File: src/rtl/lane_aligner.sv
module lane_aligner #(
  parameter bit REG_OUT = 1'b1
) (
  input  logic        clk,
  input  logic        rst_n,
  input  logic [31:0] mem_word_i,
  input  logic [1:0]  addr_lo_i,
  input  logic [1:0]  size_i,
  input  logic [31:0] st_word_i,
  output logic [31:0] ld_data_o,
  output logic [31:0] st_data_o,
  output logic [3:0]  st_be_o,
  output logic        misalign_o
);

  localparam logic [1:0] SZ_BYTE = 2'b00;
  localparam logic [1:0] SZ_HALF = 2'b01;

  logic        is_byte, is_half, bad_half;
  logic [7:0]  sel_byte;
  logic [31:0] ld_c, st_c;
  logic [3:0]  be_c;

  assign is_byte  = (size_i == SZ_BYTE);
  assign is_half  = (size_i == SZ_HALF);
  assign bad_half = is_half & addr_lo_i[0];

  always_comb begin
    case (addr_lo_i)
      2'd0:    sel_byte = mem_word_i[7:0];
      2'd1:    sel_byte = mem_word_i[15:8];
      2'd2:    sel_byte = mem_word_i[23:16];
      default: sel_byte = mem_word_i[31:24];
    endcase
  end

  always_comb begin
    if (is_byte)
      ld_c = {24'h0, sel_byte};
    else if (is_half && !bad_half)
      ld_c = addr_lo_i[1] ? {16'h0, mem_word_i[31:16]} : {16'h0, mem_word_i[15:0]};
    else
      ld_c = mem_word_i;
  end

  always_comb begin
    if (is_byte) begin
      st_c = {4{st_word_i[7:0]}};
      be_c = 4'b0001 << addr_lo_i;
    end else if (is_half) begin
      st_c = {2{st_word_i[15:0]}};
      be_c = bad_half ? 4'b0000 : (addr_lo_i[1] ? 4'b1100 : 4'b0011);
    end else begin
      st_c = st_word_i;
      be_c = 4'b1111;
    end
  end

  generate
    if (REG_OUT) begin : g_reg
      always_ff @(posedge clk or negedge rst_n) begin
        if (!rst_n) begin
          ld_data_o  <= '0;
          st_data_o  <= '0;
          st_be_o    <= '0;
          misalign_o <= 1'b0;
        end else begin
          ld_data_o  <= ld_c;
          st_data_o  <= st_c;
          st_be_o    <= be_c;
          misalign_o <= bad_half;
        end
      end
    end else begin : g_comb
      assign ld_data_o  = ld_c;
      assign st_data_o  = st_c;
      assign st_be_o    = be_c;
      assign misalign_o = bad_half;
    end
  endgenerate

endmodule

File: config.mk
export PLATFORM = sky130hd
export DESIGN_NAME = lane_aligner
export DESIGN_NICKNAME = d
export VERILOG_FILES = /design/src/rtl/lane_aligner.sv
export SDC_FILE = /design/constraint.sdc
export NUM_CORES = 1
export LEC_CHECK = 0
export CELL_PAD_IN_SITES_DETAIL_PLACEMENT = 2
export CELL_PAD_IN_SITES_GLOBAL_PLACEMENT = 2
export CORE_ASPECT_RATIO = 1.75
export CORE_MARGIN = 3
export CORE_UTILIZATION = 26
export CTS_CLUSTER_SIZE = 14
export DETAILED_ROUTE_END_ITERATION = 12
export GPL_TIMING_DRIVEN = 0
export MAX_ROUTING_LAYER = met4
export PLACE_DENSITY_LB_ADDON = 0.1
export SETUP_SLACK_MARGIN = 0.05
export SYNTH_ARGS = -nofsm -noshare
export SYNTH_HDL_FRONTEND = slang
export SYNTH_SLANG_ARGS = --single-unit
File: constraint.sdc
create_clock -name clk -period 0.8 [get_ports clk]
set_input_delay 0.12 -clock clk [delete_from_list [all_inputs] [get_ports clk]]
set_output_delay 0.12 -clock clk [all_outputs]
set_load 0.005 [all_outputs]
==> impl_metrics.csv <==
group,metric,value,unit
yosys,synthDistinctLibCells,25,
cts,cts_root_buffer,"clkbuf_16",
power,peakVddDrop,1010,uV
yosys,yosys.area.top_type,"dfrtp_1",
setup_path,slowest_stage,"dfrtp_1",
timing,grt_setup_unrepaired,"true",
timing,slew_headroom,74.5,%
floorplanning,start_util,27.1,%
grt,grtUsageMet3,4.39,%
power,pwr-share-comb,18.2,%
cts,htreeDepth,3,
timing,finalSetupViolCount,69,
route,drc,0,
yosys,ys_top_cells_by_area,"dfrtp_1 (61%), a22o_1 (4.9%), mux2_1 (3.6%)",
final_layout,layout_common_cells,"buf_2 (72), dfrtp_1 (69), clkdlybuf4s50_1 (39)",
setup_path,crit_buf_inv,1,
route,vias_per_cell,4.79,
power,cellLeakagePower,0.00225,uW
grt,track_usage,18.5,%
final_layout,design_area,4740,um2
run,cap_violations,0,
route,wire_per_inst,20.6,um
floorplanning,io_pins,139,
timing,timing_hold_violations_final,25,
cts,clk_pin_slew,0.05,ns
final_layout,drive_gt1_share,38.5,%
timing,timing.final.crit_share,118,%
final_layout,syn_to_final_growth,66.7,%
floorplanning,fp.dieH,144,um
timing,whs,-0.283,ns
power,p_int,6810,uW
route,wl,10600,um
floorplanning,die_w,85.1,um
power,powerDensity,1900,nW/um2
grt,grt_max_degree,45,
timing,fin_ws,-0.147,ns
yosys,synth_nets,297,
grt,grt-busiest-layer,"met2",
route,drtIter0Drc,52,
power,power,9010,uW
grt,grt_pass1_wl,16400,um
place,io_buffer_count,137,
route,via_count,2464,
grt,antenna_found_initial,0,
cts,cts.sinks,69,
setup_path,critPathTopFamily,"flip-flops",
power,switching_share,24.4,%
timing,worstMarginPinSlew,0.382,ns
yosys,yosys.area.top_type_share,60.7,%
setup_path,crit_type,"reg2out",
floorplanning,die_area,12300,um2
setup_path,crit_path_end_kind,"primary output",
final_layout,num-nets-final,453,
final_layout,final_common_cell,"buf_2",
cts,clockBufferDepth,2,
cts,numCtsBuffers,9,
grt,gr-usage-met2,34.7,%
timing,clock.fmax,1060,MHz
setup_path,critPathMaxFanout,1,
place,dp_hpwl,7810,um
grt,grt_overflow,0,
power,power.switching,2200,uW
yosys,yosys_warnings,0,
timing,drv_slew,0,
status,status,"finished with violations",
place,gp_congestion,0.877,
final_layout,n_antenna_cell,0,
setup_path,worst_setup_path_start_kind,"flop",
final_layout,final_cells,514,
cts,cts_tree,"built",
grt,grt_util_met1,18.4,%
setup_path,arrival,0.83,ns
yosys,postSynthAreaPerCell,12.5,um2
place,dpl_cell_area,4550,um2
yosys,synth_cells,227,
setup_path,cp-startpoint,"ld_data_o[7]$_DFF_PN0_",
power,seqPwrFrac,42.3,%
yosys,synth_area,2840,um2
grt,grt_pass1_vias,2800,
timing,min_period,0.947,ns
floorplanning,core,10500,um2
place,dp.cells,492,
hold_path,min_path_type,"in2async",
power,power_frac_clock,39.5,%
setup_path,slowest_delay,0.37,ns
status,violations,"negative hold slack, negative setup slack",
setup_path,critical_path.cell_chain,"buf_2",
floorplanning,num_rows,49,
yosys,ys_seq_elements,69,
yosys,seq_area_frac_synth,60.7,%
setup_path,worstPathRequired,0.68,ns
route,final_antenna_net_count,0,
route,dr.pass1.iters,4,
## stage by stage
step           TNS [ns]  util [%]  setup WS (ns)
2_1_floorplan     -1.65         -        -0.0971
3_3_place_gp    -251.97      43.2          -2.88
3_5_place_dp     -56.26      43.4         -0.992
4_1_cts           -9.92      44.8         -0.168
5_1_grt          -10.99      45.2         -0.178
6_report          -8.40      45.2         -0.147
## layout make-up
cell class                      instances  area, um2
Tap cell                              127        159
Fill cell                            1034       5740
Sequential cell                        69       1730
Clock inverter                          2       10.0
Inverter                                1       3.75
Buffer                                 17        205
Timing Repair Buffer                  145       1200
Multi-Input combinational cell        140       1190
Clock buffer                           13        250
## power by group through the flow
| stage | registers, uW | logic, uW | clock network [uW] |
|---|---|---|---|
| 6_report | 3810 | 1640 | 3560 |
| 3_5_place_dp | 3890 | 1790 | 0 |
| 2_1_floorplan | 3920 | 547 | 0 |
| 3_3_place_gp | 3880 | 1740 | 0 |
| 4_1_cts | 3820 | 1680 | 3670 |
| 5_1_grt | 3840 | 1790 | 3830 |
## logic make-up (layout without fill, tap and decap cells)
logic type | after synthesis | count (layout) | share of synthesized area, %
DFF | 69 | 69 | 60.7
and+or+nand+nor | 63 | 63 | 12.3
AOI/OAI and AO/OA | 52 | 52 | 13.4
muxes | 24 | 24 | 9.15
buffers and inverters | 18 | 178 | 4.14
xor gates and xnor gates | 1 | 1 | 0.308
## Yosys cell counts
cell type,instances
a22o_1,16
nand2_1,9
buf_6,3
nor2_4,1
dfrtp_1,69
nor2b_1,16
nor3b_4,1
nor3b_1,8
buf_2,7
nor3_1,8
nor2b_2,1
clkbuf_1,2
buf_4,5
nand2b_1,2
a21oi_1,8
inv_1,1
xnor2_1,1
mux2_1,9
o221a_1,8
mux2i_1,8
a21oi_2,1
mux2_2,7
o21ai_0,16
nor2_1,17
o21bai_1,3
## worst max path at each step
| stage | slack, ns | depth (start not counted) | to |
|---|---|---|---|
| 6_report | -0.15 | 1 | ld_data_o[7] |
| 5_1_grt | -0.18 | 1 | ld_data_o[16] |
| 4_1_cts | -0.17 | 1 | st_be_o[2] |
| 3_5_place_dp | -0.99 | 5 | ld_data_o[2]$_DFF_PN0_ |
| 3_3_place_gp | -2.88 | 1 | ld_data_o[26]$_DFF_PN0_ |
| 2_1_floorplan | -0.1 | 3 | st_data_o[11]$_DFF_PN0_ |
## registers in the layout (all words and copies together) (netlist names)
| name | count |
|---|---|
| st_be_o | 4 |
| ld_data_o | 32 |
| misalign_o | 1 |
| st_data_o | 32 |
## what timing repair did
action / CTS / global route
endpoints found under the setup margin: 130 / 96
pin swaps: 13 / 12
setup buffers: 3 / 0
gates cloned: 4 / 0
endpoints found under the hold margin: 25 / 25
resized for setup: 337 / 19
## layer usage
layer	vias up	routed length, um
met1	1235	3690
met5	-	0
li1	1117	-
met3	14	646
met4	0	212
met2	98	6060
Note: power is estimated with default switching activity, not from simulation.
